**src/rtl/ipsel_pkg.sv**
```systemverilog
package ipsel_pkg;
  localparam int NPOL  = 5;
  localparam int POL_W = 3;
  typedef logic [POL_W-1:0] pol_t;
endpackage

```
**src/rtl/ipsel_leader_decode.sv**
```systemverilog
module ipsel_leader_decode #(
  parameter int SET_W      = 11,
  parameter int CONST_SETS = 128,
  parameter int STRIDE     = 25,
  parameter int NPOL       = 5,
  parameter int POL_W      = 3
) (
  input  logic [SET_W-1:0] set_idx,
  output logic             is_leader,
  output logic [POL_W-1:0] leader_pol
);
  localparam int CONST_W = $clog2(CONST_SETS);

  logic [CONST_W-1:0] offs;
  logic [NPOL-1:0]    hit;

  assign offs = set_idx[CONST_W-1:0];

  for (genvar p = 0; p < NPOL; p++) begin : g_cmp
    assign hit[p] = (offs == CONST_W'(p * STRIDE));
  end

  always_comb begin
    leader_pol = '0;
    for (int p = 0; p < NPOL; p++)
      if (hit[p]) leader_pol = POL_W'(p);
  end

  assign is_leader = |hit;
endmodule

```
**src/rtl/ipsel_prop_ctr.sv**
```systemverilog
module ipsel_prop_ctr #(
  parameter int N    = 5,
  parameter int W    = 12,
  parameter int CMAX = 4095
) (
  input  logic                clk,
  input  logic                rst_n,
  input  logic [N-1:0]        inc,
  output logic [N-1:0][W-1:0] cnt
);
  logic [N-1:0][W:0]   sum;
  logic [N-1:0]        at_top;
  logic [N-1:0][W-1:0] nxt;
  logic                halve;

  for (genvar i = 0; i < N; i++) begin : g_sum
    assign sum[i]    = {1'b0, cnt[i]} + (W+1)'(inc[i]);
    assign at_top[i] = (sum[i] >= (W+1)'(CMAX));
  end

  assign halve = |at_top;

  for (genvar i = 0; i < N; i++) begin : g_nxt
    assign nxt[i] = halve ? sum[i][W:1] : sum[i][W-1:0];
  end

  always_ff @(posedge clk or negedge rst_n) begin
    if (!rst_n) cnt <= '0;
    else        cnt <= nxt;
  end
endmodule

```
**src/rtl/ipsel_argmin.sv**
```systemverilog
module ipsel_argmin #(
  parameter int N     = 5,
  parameter int W     = 12,
  parameter int IDX_W = 3
) (
  input  logic [N-1:0][W-1:0] val,
  output logic [IDX_W-1:0]    idx
);
  logic [W-1:0] best;

  always_comb begin
    best = val[0];
    idx  = '0;
    for (int i = 1; i < N; i++) begin
      if (val[i] < best) begin
        best = val[i];
        idx  = IDX_W'(i);
      end
    end
  end
endmodule

```
**src/rtl/ipsel_core_rate.sv**
```systemverilog
module ipsel_core_rate #(
  parameter int NCORE = 4,
  parameter int W     = 12
) (
  input  logic [NCORE-1:0][W-1:0] cnt,
  output logic [NCORE-1:0]        low
);
  logic [W-1:0] mx;

  always_comb begin
    mx = '0;
    for (int c = 0; c < NCORE; c++)
      if (cnt[c] > mx) mx = cnt[c];
  end

  for (genvar c = 0; c < NCORE; c++) begin : g_low
    assign low[c] = ({cnt[c], 2'b00} < {2'b00, mx});
  end
endmodule

```
**src/rtl/ipsel_top.sv**
```systemverilog
module ipsel_top #(
  parameter int SET_W      = 11,
  parameter int NCORE      = 4,
  parameter int CTR_W      = 12,
  parameter int CMAX       = 4095,
  parameter int CONST_SETS = 128,
  parameter int STRIDE     = 25
) (
  input  logic                     clk,
  input  logic                     rst_n,
  input  logic [SET_W-1:0]         lookup_set,
  output logic [ipsel_pkg::POL_W-1:0] policy_sel,
  input  logic                     ins_valid,
  input  logic                     ins_demand,
  input  logic [SET_W-1:0]         ins_set,
  input  logic [$clog2(NCORE)-1:0] ins_core,
  output logic [NCORE-1:0]         core_low
);
  import ipsel_pkg::*;

  localparam int CORE_W = $clog2(NCORE);

  logic                    lk_leader, in_leader;
  pol_t                    lk_pol, in_pol, win_idx;
  logic [NPOL-1:0]         pol_inc;
  logic [NCORE-1:0]        core_inc;
  logic [NPOL-1:0][CTR_W-1:0]  pol_cnt_q;
  logic [NCORE-1:0][CTR_W-1:0] core_cnt_q;

  ipsel_leader_decode #(.SET_W(SET_W), .CONST_SETS(CONST_SETS), .STRIDE(STRIDE),
                        .NPOL(NPOL), .POL_W(POL_W)) u_lk_dec (
    .set_idx(lookup_set), .is_leader(lk_leader), .leader_pol(lk_pol));

  ipsel_leader_decode #(.SET_W(SET_W), .CONST_SETS(CONST_SETS), .STRIDE(STRIDE),
                        .NPOL(NPOL), .POL_W(POL_W)) u_in_dec (
    .set_idx(ins_set), .is_leader(in_leader), .leader_pol(in_pol));

  for (genvar p = 0; p < NPOL; p++) begin : g_pinc
    assign pol_inc[p] = ins_valid && ins_demand && in_leader && (in_pol == POL_W'(p));
  end

  for (genvar c = 0; c < NCORE; c++) begin : g_cinc
    assign core_inc[c] = ins_valid && (ins_core == CORE_W'(c));
  end

  ipsel_prop_ctr #(.N(NPOL), .W(CTR_W), .CMAX(CMAX)) u_pol_ctr (
    .clk(clk), .rst_n(rst_n), .inc(pol_inc), .cnt(pol_cnt_q));

  ipsel_prop_ctr #(.N(NCORE), .W(CTR_W), .CMAX(CMAX)) u_core_ctr (
    .clk(clk), .rst_n(rst_n), .inc(core_inc), .cnt(core_cnt_q));

  ipsel_argmin #(.N(NPOL), .W(CTR_W), .IDX_W(POL_W)) u_min (
    .val(pol_cnt_q), .idx(win_idx));

  ipsel_core_rate #(.NCORE(NCORE), .W(CTR_W)) u_rate (
    .cnt(core_cnt_q), .low(core_low));

  assign policy_sel = lk_leader ? lk_pol : win_idx;
endmodule

```
**config.mk**
```make
export PLATFORM = sky130hd
export DESIGN_NAME = ipsel_top
export DESIGN_NICKNAME = d
export VERILOG_FILES = /design/src/rtl/ipsel_pkg.sv /design/src/rtl/ipsel_leader_decode.sv /design/src/rtl/ipsel_prop_ctr.sv /design/src/rtl/ipsel_argmin.sv /design/src/rtl/ipsel_core_rate.sv /design/src/rtl/ipsel_top.sv
export SDC_FILE = /design/constraint.sdc
export NUM_CORES = 1
export LEC_CHECK = 0
export CORE_MARGIN = 2
export CORE_UTILIZATION = 55
export CTS_BUF_LIST = sky130_fd_sc_hd__clkbuf_16
export CTS_CLUSTER_SIZE = 16
export DETAILED_ROUTE_END_ITERATION = 8
export PLACE_DENSITY = 0.73
export SYNTH_ARGS = -nofsm -noshare
export SYNTH_HDL_FRONTEND = slang
export SYNTH_HIERARCHICAL = 1
export SYNTH_SLANG_ARGS = --single-unit
```
**constraint.sdc**
```tcl
create_clock -name clk -period 21.1 [get_ports clk]
set_clock_uncertainty 0.05 [all_clocks]
set_input_delay 4.22 -clock clk [delete_from_list [all_inputs] [get_ports clk]]
set_output_delay 4.22 -clock clk [all_outputs]
set_load 0.03 [all_outputs]
```
**After elaboration in Yosys (flattened, before gate mapping)**

Cells that the tools add are included.
Widths: inputs -> output; s select.

- Register bits: 108
- Bits in latches: 0
- Memory bits (writable): 0
- Output and inout bits: 7
- Memory bits (read-only): 0
- Logic and storage cells: 102
- Input bits: 28
- Memories: 0

- Equal/unequal tests: 15
- Multiplexer cells: 29
- Multiply operators: 0
- Div/mod/pow operators: 0
- $add $sub $neg: 9
- Reductions and logical operators: 19
- $lt $le $gt $ge: 21
- Bitwise operators: 0
- Shifts and indexed selects: 0

Operators with widths:

| kind | number |
|---|---|
| $mux 12 | 16 |
| $add 12x1->13 | 9 |
| $ge 13x12->1 const B | 9 |
| $lt 14x12->1 | 4 |
| $lt 12x12->1 | 4 |
| $gt 12x12->1 | 3 |
| $eq 7x7->1 const B | 4 |
| $reduce_or 5->1 | 3 |
| $eq 7x5->1 const B | 2 |
| $eq 7x6->1 const B | 2 |
| $logic_not 7->1 | 2 |
| $gt 12x1->1 const B | 1 |
| $mux 2 | 6 |
| $mux 3 | 4 |
| $logic_and 1x1->1 | 11 |
| $eq 3x2->1 const B | 2 |
| $eq 2x2->1 const B | 2 |
| $reduce_or 4->1 | 1 |
| $eq 3x1->1 const B | 1 |
| $eq 3x3->1 const B | 1 |
| $logic_not 3->1 | 1 |
| $mux 1 | 3 |
| $eq 2x1->1 const B | 1 |
| $logic_not 2->1 | 1 |

**Longest topological paths before layout**

- Word-level depth: 11
- Depth in mapped cells: 38
- Depth with buffers taken out: 33

**Cells and area by module**

Netlist, hierarchy kept.

By module, submodules not included:

| module | sequential area each (µm²) | cells each | area an instance (µm²) | times used |
|---|---|---|---|---|
| ipsel_prop_ctr at u_pol_ctr | 1,501.4 | 573 | 4,719.5 | 1 |
| ipsel_prop_ctr at u_core_ctr | 1,201.2 | 453 | 3,689.8 | 1 |
| ipsel_core_rate | 0.0 | 319 | 2,312.2 | 1 |
| ipsel_argmin | 0.0 | 223 | 1,754.2 | 1 |
| ipsel_leader_decode | 0.0 | 17 | 112.6 | 2 |
| ipsel_top | 0.0 | 18 | 140.1 | 1 |

**Worst setup path before layout**

Ideal clock, no wire load.

- Path type: register -> output
- From: register u_pol_ctr/cnt[9] in the netlist's numbering
- To: output port policy_sel[0] in the netlist's numbering
- Arrival time: 7,677 ps
- Required time: 16,830 ps
- Path buffers: 4
- Path slack: 9,153 ps
- Cell stages (with the launch flop): 38
- Cell sequence: dfrtp_1 > inv_1 > ha_1 > and4_1 > o2111ai_1 > o32a_1 > buf_1 > a21oi_1 > a21oi_1 > ha_1 > a21o_1 > a21o_1 > a21oi_1 > nand3_1 > o211a_1 > a21o_1 > buf_6 > buf_4 > [2 not listed] > a21o_1 > a21o_1 > a21oi_1 > o211ai_1 > a2111oi_4 > a311oi_4 > buf_6 > mux2_4 > ha_1 > a21o_1 > a21o_1 > a21oi_1 > o21ai_0 > a31oi_1 > nand2_1 > a2111oi_1 > a221oi_1 > mux2_2

- Cells in the longest elaborated chain, start to end: 9
- Elaborated cells between the ends (all ways): 12
- Classes of those cells: 4 x order compare; 8 x mux

RTL lines:

| element | line | RTL |
|---|---|---|
| start: declaration | ipsel_prop_ctr.sv:9 | `output logic [N-1:0][W-1:0] cnt` |
| start signal: assignment | ipsel_prop_ctr.sv:29 | `else cnt <= nxt;` |
| $lt 12x12->1 | ipsel_argmin.sv:15 | `if (val[i] < best) begin` |
| $mux 12 | ipsel_argmin.sv:15 |  |
| $lt 12x12->1 | ipsel_argmin.sv:15 |  |
| $mux 12 | ipsel_argmin.sv:15 |  |
| $lt 12x12->1 | ipsel_argmin.sv:15 |  |
| $mux 12 | ipsel_argmin.sv:15 |  |
| $lt 12x12->1 | ipsel_argmin.sv:15 |  |
| $mux 3 (*) | ipsel_argmin.sv:15 |  |
| named net win_idx[0] | ipsel_top.sv:24 | `pol_t lk_pol, in_pol, win_idx;` |
| $mux 3 (*) | ipsel_top.sv:58 | `assign policy_sel = lk_leader ? lk_pol : win_idx;` |
| end: declaration | ipsel_top.sv:12 | `output logic [ipsel_pkg::POL_W-1:0] policy_sel,` |

Mark *: on every way through the listed nets, which the timed path passes. The rest lies on a longest branch.

**Worst setup path after layout**

- From: register u_pol_ctr/cnt[5] in the netlist's numbering
- To: output port policy_sel[0] in the netlist's numbering

The elaborated chain is that of the path after synthesis.

==> flow_metrics.env <==
export IMPL_fmax_ghz=0.0680
export IMPL_cts_htree_levels=3
export IMPL_die_y_microns=157
export IMPL_synth_edff_count=0
export IMPL_cp_max_fo=14
export IMPL_layout_cells_most_common="a21oi_1"
export IMPL_clk_pin_slew_ps=80
export IMPL_hold_slack_ps=607
export IMPL_synth_nets=1763
export IMPL_antenna_left=0
export IMPL_grt_pass1_wl_mm=58.8
export IMPL_synth_cell_types=114
export IMPL_final_min_period_over_clock_period_pct=69.7
export IMPL_drtPass1Iterations=6
export IMPL_cts_tree="yes"
export IMPL_grtUsageTotal_pct=29.4
export IMPL_rows=55
export IMPL_rsz0062_at_grt="no"
export IMPL_num_nets_final=1710
export IMPL_yosysWarnings=6
export IMPL_cts_sinks=108
export IMPL_post_drt_wl_per_cell_microns=19.5
export IMPL_slew_limit_headroom_pct=24.0
export IMPL_die_area_sq_um=24600
export IMPL_worstSetupStartpointType="flip-flop"
export IMPL_synthArstFlopShare_pct=100
export IMPL_dominantRegCellSynth="dfrtp_1"
export IMPL_first_global_vias=11700
export IMPL_vias_per_cell=6.72
export IMPL_wl_met2_mm=17.8
export IMPL_ys_seq_area_share_pct=21.0
export IMPL_start_util_pct=56.4
export IMPL_crit_type="reg2out"
export IMPL_setup_viol=0
export IMPL_tightestPinTransition_ps=1130
export IMPL_routed_top_layer="met4"
export IMPL_fillers=2126
export IMPL_ir_drop_v=0.0000486
export IMPL_multi_input_area_sq_um=9260
export IMPL_vias=12700
export IMPL_slew_violations=0
export IMPL_place_congestion=0.912
export IMPL_fin_crit_ps=14710
export IMPL_io_pins=35
export IMPL_cts_setup_buffers=0
export IMPL_leakage_nw=5.57
export IMPL_hold_viol=0
export IMPL_status="complete, no violations"
export IMPL_final_cell_mix="a21oi_1 (151), nand2_1 (138), ha_1 (115)"
export IMPL_drive_gt1_share_pct=6.94
export IMPL_worstHoldPathType="reg2reg"
export IMPL_clock_root_buffer="clkbuf_16"
export IMPL_areaGrowthSynthToFinish_pct=3.81
export IMPL_avgSynthCellArea_sq_um=7.93
export IMPL_drcViolationCount=0
export IMPL_max_cap_violations=0
export IMPL_seqCellArea_sq_um=2700
export IMPL_synth_area_sq_um=12800
export IMPL_grt_overflow_total=0
export IMPL_synth_cells=1620
export IMPL_clock_latency_ps=370
export IMPL_required_ps=16830
export IMPL_grt_max_degree=73
export IMPL_cts_buffers=9
export IMPL_core_area_sq_um=22800
export IMPL_antenna_found_initial=1
export IMPL_dp_hpwl_mm=26.1
export IMPL_drtIter0Drc=1296
export IMPL_critPathCaptureType="primary output"
export IMPL_die_x_microns=157
export IMPL_m1WireLength_mm=15.6
export IMPL_wirelength_mm=36.7
export IMPL_arrival_ps=10440
export IMPL_ys_ff_latch=108
export IMPL_powerDensity_nw_per_um2=51.8
export IMPL_place_port_buffers=26
export IMPL_dr_wl_met3_mm=2.21
export IMPL_cts_resized_gates=0
export IMPL_ctsHoldBuffers=0
export IMPL_crit_path_top_delay_cell="a311oi_4"
export IMPL_setup_tns_final_ps=0
export IMPL_slowest_delay_ps=890
export IMPL_clockBufferDepth=2
per-stage QoR:
step | std cells | setup slack [ps] | cell area, sq um | utilization [%] | power, W
2_1_floorplan | 1620 | 9150 | 12800 | - | 0.000433
3_3_place_gp | 1869 | 7250 | 13000 | 57.2 | 0.000498
3_5_place_dp | 1869 | 7140 | 13000 | 57.2 | 0.000506
4_1_cts | 1884 | 6670 | 13300 | 58.5 | 0.000689
5_1_grt | 1884 | 5860 | 13300 | 58.5 | 0.000731
6_report | 1885 | 6390 | 13300 | 58.5 | 0.000691
layer usage:
layer	GRT usage, %	up-vias
met3	4.29	86
met1	37.5	6109
met5	0	-
li1	-	5990
met2	51.0	486
met4	9.83	0
worst paths after layout:
path | to | cells past startpoint | slack, ps | startpoint
hold / removal | u_pol_ctr/cnt[48] | 3 | 610 | u_pol_ctr/cnt[48]
setup reg to reg | u_pol_ctr/cnt[3] | 11 | 16670 | u_pol_ctr/cnt[24]
hold reg to reg | u_pol_ctr/cnt[48] | 3 | 610 | u_pol_ctr/cnt[48]
setup / recovery | policy_sel[0] | 34 | 6390 | u_pol_ctr/cnt[5]
min in group asynchronous | u_pol_ctr/cnt[4] | 1 | 3780 | rst_n
max in group asynchronous | u_core_ctr/cnt[44] | 2 | 15880 | rst_n
cells in the mapped netlist, types with 22 or more instances:
library cell / instances / share of area, %
a21o_1: 29 / 1.7
a21oi_1: 151 / 5.9
a31oi_1: 26 / 1.3
and3_1: 26 / 1.3
buf_2: 27 / 1.1
clkbuf_1: 39 / 1.1
dfrtp_1: 108 / 21
ha_1: 115 / 11
inv_1: 91 / 2.7
mux2i_1: 43 / 3.4
nand2_1: 138 / 4.0
nand3_1: 74 / 2.9
nand4_1: 46 / 2.2
nor2_1: 114 / 3.3
nor3_1: 46 / 1.8
o211ai_1: 22 / 1.3
o21ai_0: 80 / 3.1
xnor2_1: 44 / 3.0
final cells by class:
type                    instances  area share, %
repair buffers                 36           2.50
well taps                     313           2.94
flip-flops and latches        108           20.3
inverters                      91           2.56
diodes                          1         0.0188
clock buffers                   9           1.69
clock inverters                 6          0.563
multi-input cells            1321           69.5
report_power, final:
group / total (W) / switching, W / internal (W)
clock network: 0.000181 / 0.0000877 / 0.0000932
logic: 0.000229 / 0.000130 / 0.0000990
registers: 0.000281 / 0.0000557 / 0.000225
total: 0.000691 / 0.000274 / 0.000417
flip-flops by register name, indices dropped and copies added, names as in the netlist:
name	flops
u_pol_ctr/cnt	60
u_core_ctr/cnt	48
cells by family (layout without fill, tap and decap cells):
| family | Yosys count | after routing | share of synthesized area, % |
|---|---|---|---|
| other | 0 | 1 | 0 |
| AND/OR/NAND/NOR | 582 | 582 | 24.1 |
| buffers and inverters | 191 | 142 | 7.03 |
| flip-flops | 108 | 108 | 21.0 |
| adder cells (fa/ha/maj) | 122 | 122 | 11.8 |
| multiplexers | 67 | 67 | 5.71 |
| AO/OA/AOI/OAI | 491 | 491 | 26.3 |
| XOR/XNOR | 59 | 59 | 4.02 |
worst max-delay path: cells and delay by family (launching register included):
| family | cells | cell delay (ps) |
|---|---|---|
| AOI/OAI and AO/OA | 22 | 6120 |
| adders and majority gates | 4 | 1310 |
| buffers and inverters | 3 | 870 |
| DFF | 1 | 600 |
| muxes | 3 | 970 |
| and+or+nand+nor | 2 | 180 |
Note: power is estimated with default switching activity, not from simulation.
